--- src/rtl/slq_pkg.sv ---
package slq_pkg;
  typedef enum logic [1:0] {
    SNP_READ    = 2'b00,
    SNP_WRITE   = 2'b01,
    SNP_UPGRADE = 2'b10,
    SNP_OTHER   = 2'b11
  } snoop_cmd_e;

  function automatic logic snoop_kills(snoop_cmd_e c);
    return (c == SNP_WRITE) || (c == SNP_UPGRADE);
  endfunction
endpackage

--- src/rtl/slq_ptrs.sv ---
module slq_ptrs #(
  parameter int DEPTH = 8,
  localparam int IDX_W = $clog2(DEPTH),
  localparam int CNT_W = $clog2(DEPTH + 1)
) (
  input  logic             clk_i,
  input  logic             rst_ni,
  input  logic             push_i,
  input  logic             pop_i,
  input  logic             flush_i,
  output logic [IDX_W-1:0] head_o,
  output logic [IDX_W-1:0] tail_o,
  output logic [CNT_W-1:0] count_o,
  output logic             full_o,
  output logic             empty_o
);
  logic [IDX_W-1:0] head_q, tail_q;
  logic [CNT_W-1:0] cnt_q;

  function automatic logic [IDX_W-1:0] bump(logic [IDX_W-1:0] p);
    return (p == IDX_W'(DEPTH - 1)) ? '0 : p + 1'b1;
  endfunction

  always_ff @(posedge clk_i or negedge rst_ni) begin
    if (!rst_ni) begin
      head_q <= '0;
      tail_q <= '0;
      cnt_q  <= '0;
    end else if (flush_i) begin
      tail_q <= head_q;
      cnt_q  <= '0;
    end else begin
      if (push_i) tail_q <= bump(tail_q);
      if (pop_i)  head_q <= bump(head_q);
      case ({push_i, pop_i})
        2'b10:   cnt_q <= cnt_q + 1'b1;
        2'b01:   cnt_q <= cnt_q - 1'b1;
        default: cnt_q <= cnt_q;
      endcase
    end
  end

  assign head_o  = head_q;
  assign tail_o  = tail_q;
  assign count_o = cnt_q;
  assign full_o  = (cnt_q == CNT_W'(DEPTH));
  assign empty_o = (cnt_q == '0);


  no_overflow_chk: assert property (@(posedge clk_i) disable iff (!rst_ni)
    cnt_q <= CNT_W'(DEPTH));

  no_push_full_chk: assert property (@(posedge clk_i) disable iff (!rst_ni)
    full_o |-> !push_i);

  flush_empties_chk: assert property (@(posedge clk_i) disable iff (!rst_ni)
    flush_i |=> (cnt_q == '0) && (tail_q == head_q) && (head_q == $past(head_q)));
endmodule

--- src/rtl/slq_entry.sv ---
module slq_entry #(
  parameter int LINE_W = 26
) (
  input  logic              clk_i,
  input  logic              rst_ni,
  input  logic              alloc_i,
  input  logic              exec_i,
  input  logic [LINE_W-1:0] exec_line_i,
  input  logic              snoop_kill_i,
  input  logic [LINE_W-1:0] snoop_line_i,
  input  logic              retire_i,
  input  logic              flush_i,
  output logic              valid_o,
  output logic              done_o,
  output logic              mark_o,
  output logic              hit_o
);
  logic              valid_q, done_q, mark_q;
  logic [LINE_W-1:0] line_q;

  // compare uses registered state only: a same-cycle execute is not yet visible
  assign hit_o = valid_q && done_q && snoop_kill_i && (line_q == snoop_line_i);

  always_ff @(posedge clk_i or negedge rst_ni) begin
    if (!rst_ni) begin
      valid_q <= 1'b0;
      done_q  <= 1'b0;
      mark_q  <= 1'b0;
      line_q  <= '0;
    end else if (flush_i) begin
      valid_q <= 1'b0;
      done_q  <= 1'b0;
      mark_q  <= 1'b0;
    end else if (alloc_i) begin
      valid_q <= 1'b1;
      done_q  <= 1'b0;
      mark_q  <= 1'b0;
    end else if (retire_i) begin
      valid_q <= 1'b0;
      done_q  <= 1'b0;
      mark_q  <= 1'b0;
    end else begin
      if (hit_o) mark_q <= 1'b1;
      if (exec_i && valid_q) begin
        done_q <= 1'b1;
        line_q <= exec_line_i;
      end
    end
  end

  assign valid_o = valid_q;
  assign done_o  = done_q;
  assign mark_o  = mark_q;


  mark_needs_exec_chk: assert property (@(posedge clk_i) disable iff (!rst_ni)
    mark_q |-> (done_q && valid_q));

  exec_needs_valid_chk: assert property (@(posedge clk_i) disable iff (!rst_ni)
    done_q |-> valid_q);

  mark_sticky_chk: assert property (@(posedge clk_i) disable iff (!rst_ni)
    (mark_q && !flush_i && !retire_i && !alloc_i) |=> mark_q);
endmodule

--- src/rtl/spec_load_queue.sv ---
module spec_load_queue #(
  parameter int DEPTH    = 8,
  parameter int ADDR_W   = 32,
  parameter int LINE_OFF = 6,
  localparam int IDX_W  = $clog2(DEPTH),
  localparam int CNT_W  = $clog2(DEPTH + 1),
  localparam int LINE_W = ADDR_W - LINE_OFF
) (
  input  logic              clk_i,
  input  logic              rst_ni,
  input  logic              alloc_i,
  output logic              full_o,
  output logic              empty_o,
  output logic [CNT_W-1:0]  count_o,
  output logic [IDX_W-1:0]  alloc_idx_o,
  input  logic              exec_i,
  input  logic [IDX_W-1:0]  exec_idx_i,
  input  logic [ADDR_W-1:0] exec_addr_i,
  input  logic              snoop_i,
  input  logic [1:0]        snoop_cmd_i,
  input  logic [ADDR_W-1:0] snoop_addr_i,
  input  logic              commit_i,
  output logic [IDX_W-1:0]  head_idx_o,
  output logic              head_ready_o,
  output logic              retire_o,
  output logic              flush_o
);
  import slq_pkg::*;

  logic [IDX_W-1:0] head, tail;
  logic             full;
  logic             do_alloc, do_retire, do_flush, snoop_kill, head_go;
  logic [DEPTH-1:0] ent_valid, ent_done, ent_mark, ent_hit;

  assign snoop_kill = snoop_i && snoop_kills(snoop_kill_cast(snoop_cmd_i));

  function automatic snoop_cmd_e snoop_kill_cast(logic [1:0] c);
    return snoop_cmd_e'(c);
  endfunction

  assign head_ready_o = ent_valid[head] && ent_done[head];
  assign head_go      = commit_i && head_ready_o;
  assign do_flush     = head_go && (ent_mark[head] || ent_hit[head]);
  assign do_retire    = head_go && !do_flush;
  assign do_alloc     = alloc_i && !full && !do_flush;

  slq_ptrs #(.DEPTH(DEPTH)) u_ptrs (
    .clk_i   (clk_i),
    .rst_ni  (rst_ni),
    .push_i  (do_alloc),
    .pop_i   (do_retire),
    .flush_i (do_flush),
    .head_o  (head),
    .tail_o  (tail),
    .count_o (count_o),
    .full_o  (full),
    .empty_o (empty_o)
  );

  for (genvar i = 0; i < DEPTH; i++) begin : g_ent
    slq_entry #(.LINE_W(LINE_W)) u_ent (
      .clk_i        (clk_i),
      .rst_ni       (rst_ni),
      .alloc_i      (do_alloc && (tail == IDX_W'(i))),
      .exec_i       (exec_i && (exec_idx_i == IDX_W'(i))),
      .exec_line_i  (exec_addr_i[ADDR_W-1:LINE_OFF]),
      .snoop_kill_i (snoop_kill),
      .snoop_line_i (snoop_addr_i[ADDR_W-1:LINE_OFF]),
      .retire_i     (do_retire && (head == IDX_W'(i))),
      .flush_i      (do_flush),
      .valid_o      (ent_valid[i]),
      .done_o       (ent_done[i]),
      .mark_o       (ent_mark[i]),
      .hit_o        (ent_hit[i])
    );
  end

  assign full_o      = full;
  assign alloc_idx_o = tail;
  assign head_idx_o  = head;
  assign retire_o    = do_retire;
  assign flush_o     = do_flush;


  one_outcome_chk: assert property (@(posedge clk_i) disable iff (!rst_ni)
    $onehot0({retire_o, flush_o}));

  retire_frees_chk: assert property (@(posedge clk_i) disable iff (!rst_ni)
    retire_o |=> (head_idx_o != $past(head_idx_o)));

  occupancy_chk: assert property (@(posedge clk_i) disable iff (!rst_ni)
    $countones(ent_valid) == int'(count_o));

  no_alloc_on_flush_chk: assert property (@(posedge clk_i) disable iff (!rst_ni)
    flush_o |=> empty_o);
endmodule

--- config.mk ---
export PLATFORM = sky130hd
export DESIGN_NAME = spec_load_queue
export DESIGN_NICKNAME = d
export VERILOG_FILES = /design/src/rtl/slq_pkg.sv /design/src/rtl/slq_ptrs.sv /design/src/rtl/slq_entry.sv /design/src/rtl/spec_load_queue.sv
export SDC_FILE = /design/constraint.sdc
export NUM_CORES = 1
export LEC_CHECK = 0
export ABC_CLOCK_PERIOD_IN_PS = 3600
export BUFFER_PORTS_ARGS = -buffer_cell sky130_fd_sc_hd__buf_4
export CORE_MARGIN = 4
export CORE_UTILIZATION = 35
export CTS_BUF_LIST = sky130_fd_sc_hd__clkbuf_8
export CTS_CLUSTER_DIAMETER = 50
export DETAILED_ROUTE_END_ITERATION = 12
export SETUP_SLACK_MARGIN = 0.5
export SLEW_MARGIN = 20
export SYNTH_ARGS = -nofsm -noshare
export SYNTH_HDL_FRONTEND = slang
export SYNTH_SLANG_ARGS = --single-unit
--- constraint.sdc ---
create_clock -name clk_i -period 3.6 [get_ports clk_i]
set_input_delay 0.72 -clock clk_i [delete_from_list [all_inputs] [get_ports clk_i]]
set_output_delay 0.72 -clock clk_i [all_outputs]
set_load 0.01 [all_outputs]
==> results by stage, run 1 <==
STA:
- Based on the critical path, the design can be clocked at up to 271.1 MHz.
- For the pin with the worst max-slew slack, the measured transition is 780.4 ps.
- Setup repair after global routing could not meet its margin everywhere.
- The max-slew violation count is 0.
- Measured against its own limit, the worst slew margin works out to 47.97%.
- After layout, the worst path uses 102.5% of the clock period.
- The worst setup skew after layout is 19.27 ps.
- The accumulated negative setup slack is -153.3 ps.
- The final count of hold timing violations came to 0.
- The worst hold margin is 137.9 ps.
- The post-layout worst setup margin is -89.17 ps.
- Setup violations remaining at the end of the flow were counted as 2.
- For the finished layout, the period the worst path requires is 3689 ps.

Logic synthesis:
- Synthesis instantiated 49 different standard cells from the library.
- Counting every net in the synthesized netlist gives 1,126.
- In the synthesized netlist the dominant register cell turns out to be sky130_fd_sc_hd__dfrtp_1.
- After Yosys synthesis, XOR and XNOR cells account for 14.46% of the synthesized area.
- After Yosys synthesis, and, or, nand and nor cells account for 9.467% of the synthesized area.
- The synthesized-area fraction occupied by ao, oa, aoi and oai cells is 3.241%.
- Each instance of the synthesized netlist takes up on average 12.34 µm².
- The adder-cell area share of the yosys netlist is 1.527%.
- The combined area of all synthesized cells is 12,780 µm².
- Multiplexer cells account for 20.82% of the synthesized area.
- The synthesis warning total is 0.
- The post-synthesis cell count is 1,036.
- The number of synthesized flops with an enable pin is 0.
- The dominant combinational cell family by area after synthesis is multiplexers.
- The number of register bits inferred by synthesis is 242.
- After synthesis, the share of flip-flops with an asynchronous set or reset is 100.0%.
- The portion of the post-synthesis area used by sequential elements is 47.39%.

Routing:
- For this run, design rule violations remaining after detail routing come to 0.
- The routed design has 46,250 µm of wire.
- Summing over every cut layer, the via total after detailed routing is 9,721.
- Dividing the detail-routed wire length by the instance count gives 25.48 µm.
- The count of antenna-violating nets left after detailed routing is 0.
- For this block, the initial DRC count from the detailed router was 902.
- The pre-antenna-repair detailed-routing pass consisted of 5 iterations.
- The average vias per placed instance is 5.356.

Placement:
- The count of buffers added on input and output ports is 77.
- The worst slack after detailed placement is -372.4 ps.
- The final RePlAce weighted congestion is 0.9912.
- The HPWL after detailed placement is 31,200 µm.
- The placed cell count is 1,665.
- The cell area after placement is 15,380 µm².

Floorplanning:
- The effective utilization at floorplan is 35.67%.
- The die covers 39,630 µm².
- The overall die height is 199.1 µm.
- The horizontal extent of the die is 199.1 µm.
- The row count is 69.
- The top-level I/O count is 90.
- The standard cell core area is 35,830 µm².

Clocking:
- The clock tree root buffer cell is sky130_fd_sc_hd__clkbuf_8.
- Buffers inserted during clock tree synthesis total 45.
- Clock-pin slew was measured on the worst setup and hold paths at 60 ps.
- The post-cts hold buffer count is 0.
- The number of levels the H-tree was split into is 2.
- The clock tree from TritonCTS is done.
- The clock passes through at most 3 buffers.
- Clock latency on the worst-skew pair, taken at its later pin, is 580 ps.
- Counting every sink on the clock net gives 242.

Power:
- IR analysis of the VDD net gives a maximum drop of 0.3617 mV.
- The static leakage power is 8.364 nW.
- In this run the power density over the cells is 782.5 nW/µm².

Finish:
- The sequential cells in the finished layout cover a total of 6056 µm².
- The count of antenna diodes in the layout is 0.
- The fraction of final layout cells with drive strength greater than 1 is 48.01%.
- The final layout contains 1,409 nets.
- Once layout is complete, the cells apart from fillers number 1,815.
- The total area of multi-input combinational cells is 7189 µm².
- The finished cells cover 18,010 µm².
- The area growth from synthesis to final layout is 40.96%.
- The layout has 3,093 filler cells.

Worst setup path:
- The worst setup path is of the reg -> out kind.
- For the worst setup path, the data arrival time is 2970 ps.
- STA classifies the critical path endpoint as an output pin.
- The maximum fanout along the worst path is 2.
- The required time at the endpoint of the critical path is 2880 ps.
- The startpoint kind of the worst setup timing path is a flip-flop.

Status:
- The checks that failed: setup timing.
- The run finished, with violations left.

GRT:
- The leftover overflow at the end of global routing is 0.
- The largest net degree at the start of global routing is 91.
- The initial antenna violation count is 0.
- The global-route usage over all layers is 22.99%.
- The wire length of the first global-routing pass is 67,050 µm.
- The via count of the first global-routing pass is 9,819.

Flow run:
- The reported max-cap violation count is 0.

Min path:
- The worst min-delay path category is in -> async.
==> through the flow <==
stage | total power [W] | util [%]
after CTS | 0.01370 | 48.90
after floorplan | 0.008334 | -
after global routing | 0.01474 | 50.28
final | 0.01410 | 50.28
after global placement | 0.01032 | 42.93
after detailed placement | 0.01042 | 42.93
==> worst max-delay path: stages, from the launching register on <==
cell and delay (ps):
sky130_fd_sc_hd__dfrtp_1 410, sky130_fd_sc_hd__xnor2_2 190, sky130_fd_sc_hd__nand4_1 300, sky130_fd_sc_hd__nor4_4 400, sky130_fd_sc_hd__a41oi_1 160, sky130_fd_sc_hd__buf_4 200
sky130_fd_sc_hd__a22oi_2 230, sky130_fd_sc_hd__a41o_1 260, sky130_fd_sc_hd__buf_6 130, sky130_fd_sc_hd__buf_6 90
==> state kept, by name, indices dropped and copies added, names as in the netlist <==
register,cells
g_ent.u_ent.done_o,8
g_ent.u_ent.line_q,208
g_ent.u_ent.valid_o,8
u_ptrs.tail_o,3
g_ent.u_ent.mark_o,8
u_ptrs.count_o,4
u_ptrs.head_o,3
==> report_power, final <==
group          leakage [nW]  internal (W)  total [W]  switching (W)
Combinational          4.79       0.00346    0.00619        0.00273
Sequential             3.03       0.00399    0.00502        0.00103
Clock                 0.543       0.00161    0.00288        0.00127
==> cell usage in the layout, fill, tap and decap left out, types with 25 or more instances in the layout <==
master and count:
sky130_fd_sc_hd__nand2_1 30, sky130_fd_sc_hd__nand3_1 32, sky130_fd_sc_hd__mux2_4 176, sky130_fd_sc_hd__buf_6 25, sky130_fd_sc_hd__xor2_1 28, sky130_fd_sc_hd__buf_12 35
sky130_fd_sc_hd__dfrtp_1 242, sky130_fd_sc_hd__mux2_2 37, sky130_fd_sc_hd__buf_4 208, sky130_fd_sc_hd__xnor2_1 166, sky130_fd_sc_hd__nand4_1 69, sky130_fd_sc_hd__clkbuf_8 62
==> cells by family after synthesis <==
logic type | after synthesis
AOI/OAI and AO/OA | 61
DFF | 242
buffers and inverters | 74
xor gates and xnor gates | 211
muxes | 215
and+or+nand+nor | 218
adders and majority gates | 15
==> what timing repair did <==
item	CTS	global route
hold endpoints to repair	0	0
gates resized for setup	78	64
buffers inserted	34	15
gates cloned	18	1
endpoints found under the setup margin	215	224
pin swaps	17	20
==> per-layer routing <==
metal / global-route usage, % / share of wire, % / vias up
li1: - / - / 4271
met1: 32.99 / 44 / 4972
met2: 35.95 / 46 / 382
met3: 3.760 / 6.7 / 96
met4: 6.940 / 3.4 / 0
met5: 0 / 0 / -
==> path summary, 6_finish.rpt <==
path / from / to / slack [ps] / cells past startpoint
worst max-delay path: g_ent[0].u_ent.line_q[10] / flush_o / -90 / 9
worst min-delay path: rst_ni / u_ptrs.count_o[2] / 140 / 1
worst max register to register: u_ptrs.head_o[0] / g_ent[4].u_ent.line_q[24] / 60 / 13
worst min register to register: g_ent[7].u_ent.line_q[15] / g_ent[7].u_ent.line_q[15] / 520 / 1
max in group asynchronous: rst_ni / g_ent[3].u_ent.line_q[24] / 2570 / 2
min in group clk_i: exec_addr_i[8] / g_ent[1].u_ent.line_q[2] / 450 / 2
==> area by class of cell <==
| cell class | count | area share [%] |
|---|---|---|
| timing repair buffer | 293 | 17.51 |
| clock inverter | 20 | 0.6737 |
| clock buffer | 62 | 4.737 |
| tap | 461 | 3.202 |
| multi-input combinational | 720 | 39.91 |
| inverter | 17 | 0.3542 |
| sequential | 242 | 33.62 |
==> cells in the mapped netlist, types with 2 or more instances <==
cell                       instances  area (µm²)
sky130_fd_sc_hd__nor2b_1           2       12.51
sky130_fd_sc_hd__o21ai_2           2       17.52
sky130_fd_sc_hd__buf_1             2       7.510
sky130_fd_sc_hd__mux2_4           58       870.8
sky130_fd_sc_hd__inv_2             2       7.510
sky130_fd_sc_hd__or3_1             2       12.51
sky130_fd_sc_hd__o31ai_1           3       22.52
sky130_fd_sc_hd__dfrtp_1         242        6056
sky130_fd_sc_hd__inv_1            15       56.30
sky130_fd_sc_hd__mux2_2           74       833.3
sky130_fd_sc_hd__clkbuf_1          4       15.01
sky130_fd_sc_hd__nand2b_1          2       12.51
sky130_fd_sc_hd__a41oi_1           3       26.28
sky130_fd_sc_hd__nor2_1           20       75.07
sky130_fd_sc_hd__and3_1            3       18.77
sky130_fd_sc_hd__a21oi_1          21       105.1
sky130_fd_sc_hd__mux4_2            2       45.04
sky130_fd_sc_hd__nand3_1          32       160.2
sky130_fd_sc_hd__or4_1             5       37.54
sky130_fd_sc_hd__ha_1             14       175.2
sky130_fd_sc_hd__xnor2_1         182        1594
sky130_fd_sc_hd__buf_2            40       200.2
sky130_fd_sc_hd__a211oi_1         13       97.59
sky130_fd_sc_hd__buf_4             4       30.03
sky130_fd_sc_hd__xor2_1           29       254.0
sky130_fd_sc_hd__nand4_1          69       431.7
sky130_fd_sc_hd__a221oi_1          3       26.28
sky130_fd_sc_hd__nor3_1           10       50.05
sky130_fd_sc_hd__a22o_1            4       35.03
sky130_fd_sc_hd__nor4_1           28       175.2
sky130_fd_sc_hd__nand2_1          32       120.1
sky130_fd_sc_hd__and2_1            6       37.54
sky130_fd_sc_hd__mux2_1           81       912.1
sky130_fd_sc_hd__buf_6             7       78.83
sky130_fd_sc_hd__o21ai_0           4       20.02
sky130_fd_sc_hd__a22oi_1           3       22.52
(Power assumes the default switching activity.)
==> run 2, diff against run 1 <==
CORE_UTILIZATION = 56   (was 35)
PLACE_DENSITY = 0.78   (was unset)
SETUP_SLACK_MARGIN = unset   (was 0.5)
==> results by stage, run 2 (synthesis results as in run 1) <==
Status:
- The run finished, with violations left.
- The final reports fail on setup timing.

GRT:
- The via count of the first global-routing pass is 9,887 (+0.69%).
- The initial antenna violation count is 0 (unchanged).
- The global-route usage over all layers is 30.33% (+7.3 points).
- The wire length of the first global-routing pass is 59,010 µm (-12%).
- The largest net degree at the start of global routing is 99 (+8.8%).
- The leftover overflow at the end of global routing is 0 (unchanged).

Finish:
- The number of fillers in the final layout is 1,631 (-47%).
- The post-layout net count came to 1,330 (-5.6%).
- The fraction of final layout cells with drive strength greater than 1 is 35.23% (-13 points).
- The share of the core filled with cells in the final layout came to 69.24% (+19 points).
- The library cell used most frequently in the layout, excluding fill and tap cells, is sky130_fd_sc_hd__dfrtp_1.
- From synthesis to final layout, the design area changed by 22.29%.
- Counting flops per register, the top entry is g_ent.u_ent.line_q.
- In the layout the commonest cells are sky130_fd_sc_hd__dfrtp_1 (241), sky130_fd_sc_hd__buf_4 (200), sky130_fd_sc_hd__xnor2_1 (166), sky130_fd_sc_hd__mux2_1 (81), sky130_fd_sc_hd__mux2_2 (74).
- The number of flip-flops in the largest register was 208 (unchanged).
- The post-route cell area is 15,630 µm² (-13%).
- The count of antenna diodes in the layout is 0 (unchanged).
- The final instance count without filler cells is 1,551 (-15%).

STA:
- The final count of hold timing violations is 0 (unchanged).
- The post-layout worst setup margin is -90.92 ps (-1.756 ps).
- The final critical path time including I/O delays and setup is 3691 ps (+1.756 ps).
- The maximum operating frequency came to 270.9 MHz (about the same).
- Setup repair after global routing could not meet its margin everywhere.
- The accumulated negative setup slack was -130.3 ps (+22.93 ps).
- The headroom to the max-slew limit was 46.42% (-1.6 points).
- The max-slew violation count is 0 (unchanged).
- The final number of setup-violating endpoints is 2 (unchanged).
- The slew at the pin closest to its max-slew limit came to 803.7 ps (+23.29 ps).
- The post-route fraction of the period consumed by the critical path was 102.5% (about the same).
- The worst setup skew after layout came to 22.22 ps (+2.949 ps).

Floorplanning:
- The horizontal extent of the die is 159.1 µm (-20%).
- The overall die area is 25,300 µm² (-36%).
- The standard cell core area was 22,570 µm² (-37%).
- The top-level I/O count was 90 (unchanged).
- The effective utilization at floorplan came to 56.62% (+21 points).
- The overall die height was 159.1 µm (-20%).
- The row count is 55 (-20%).

Worst setup path:
- Tracing the worst setup path back leads to its startpoint at snoop_addr_i[8].
- The worst register-to-register path begins at g_ent[5].u_ent.valid_o.
- The maximum fanout along the worst path was 7 (+5).
- The startpoint kind of the worst setup timing path is a primary input.
- The logic depth of the worst register-to-register path is 9 (-4).
- The worst endpoint data arrival time is 2970 ps (about the same).
- The critical path class is in -> out.
- The required time at the endpoint of the critical path is 2880 ps (about the same).
- STA classifies the critical path endpoint as an output pin.

Power:
- The power density relative to cell area is 796.9 nW/µm² (+1.8%).
- The total power of the final layout is 0.01245 W (-12%).
- The static leakage power is 7.086 nW (-15%).
- The peak ir drop on the vdd network is 0.4554 mV (+26%).

Routing:
- The average wire length per cell after detail routing is 24.79 µm (-2.7%).
- The average vias per placed instance is 6.010 (+12%).
- The count of antenna-violating nets left after detailed routing is 0 (unchanged).
- The length of routed met2 wiring is 17,950 µm (-15%).
- The iteration-0 DRC count of the detailed router was 924 (+2.4%).
- The overall routed net length is 38,440 µm (-17%).
- The wire length on met1 is 15,940 µm (-22%).
- The detailed-routing iteration count for the pre-antenna-repair pass is 6 (+1).
- The met3 layer wire length in the routed design is 2943 µm (-5.2%).
- The routed via count came to 9,321 (-4.1%).
- The detailed router used layers up to and including met4.
- The number of remaining DRC errors is 0 (unchanged).

Flow run:
- The reported max-cap violation count is 0 (unchanged).

Clocking:
- The clock buffer count from CTS is 43 (-4.4%).
- The post-cts hold buffer count is 0 (unchanged).
- The clock transition at the registers of the reported paths is 60 ps (about the same).
- The insertion delay to the later sink of the worst-skew pair is 560 ps (-20 ps).
- The clock tree buffer depth is 3 (unchanged).
- The number of levels the H-tree was split into is 2 (unchanged).
- The number of sinks handled by clock tree synthesis was 242 (unchanged).
- The clock tree root buffer cell is sky130_fd_sc_hd__clkbuf_8.
- TritonCTS built the clock tree.

Min path:
- The worst min-delay path category is in -> async.

Placement:
- The quantity of I/O buffers inserted on ports was 77 (unchanged).
- The placed cell count is 1,471 (-12%).
- The final RePlAce weighted congestion was 0.9841 (-0.72%).
- The cell area after placement came to 14,560 µm² (-5.4%).
- The half-perimeter wire length after detailed placement is 28,530 µm (-8.6%).
run 2: changes by cell type in the layout (fill, tap and decap cells not counted), moves of 13 or more:
cell,before,now
sky130_fd_sc_hd__buf_16,18,0
sky130_fd_sc_hd__buf_6,25,2
sky130_fd_sc_hd__mux2_4,176,58
sky130_fd_sc_hd__clkbuf_8,62,49
sky130_fd_sc_hd__buf_12,35,13
sky130_fd_sc_hd__mux2_2,37,74
sky130_fd_sc_hd__mux2_1,0,81
run 2: repair_timing:
item / 4_1_cts / 5_1_grt
buffers inserted: 3 / 6
resized for setup: 16 / 18
endpoints found under the setup margin: 2 / 15
pin swaps: 4 / 9
run 2: path summary, 6_finish.rpt:
kind,to,slack [ps]
hold reg to reg,g_ent[6].u_ent.line_q[25],510
max in group asynchronous,g_ent[1].u_ent.line_q[8],2490
setup reg to reg,g_ent[0].u_ent.line_q[1],90
setup / recovery,retire_o,-90
min in group clk_i,g_ent[0].u_ent.line_q[2],460
hold / removal,g_ent[2].u_ent.line_q[18],190
run 2: final cells by class:
cell class                      count  area [µm²]  share of cell area [%]
Multi-Input combinational cell    720        6576                   42.08
Inverter                           17       63.81                  0.4083
Clock inverter                     22       101.3                  0.6485
Tap cell                          285       356.6                   2.282
Timing Repair Buffer              216        1799                   11.51
Clock buffer                       49       674.4                   4.315
Sequential cell                   242        6057                   38.76
run 2: metal layers:
layer  track usage (%)  up-vias
met5                 0        -
met4             12.39        0
met3             7.274       94
met2             48.25      386
met1             40.34     4733
li1                  -     4108
run 2: where the power goes:
part | switching [W] | internal [W] | total [W]
combinational | 0.00240 | 0.00269 | 0.00509
clock | 0.00113 | 0.00124 | 0.00237
sequential | 0.00101 | 0.00399 | 0.00500
total | 0.00454 | 0.00791 | 0.0125
run 2: worst max-delay path, cell delays in order:
cell and delay [ps]:
sky130_fd_sc_hd__buf_4 120, sky130_fd_sc_hd__buf_4 170, sky130_fd_sc_hd__xnor2_1 430, sky130_fd_sc_hd__nand4_1 160, sky130_fd_sc_hd__nor4_1 310, sky130_fd_sc_hd__buf_4 160
sky130_fd_sc_hd__nand2_1 100, sky130_fd_sc_hd__o221ai_1 250, sky130_fd_sc_hd__buf_4 170, sky130_fd_sc_hd__a211oi_2 50, sky130_fd_sc_hd__buf_4 180, sky130_fd_sc_hd__buf_4 140
run 2: through the flow:
stage,hold slack (ps),setup WS (ps)
finish,188.9,-90.92
global route,250.8,-61.38
CTS,217.4,-0.1168
detailed placement,496.8,-450.4
global placement,488.9,-418.5
floorplan,424.4,14.74
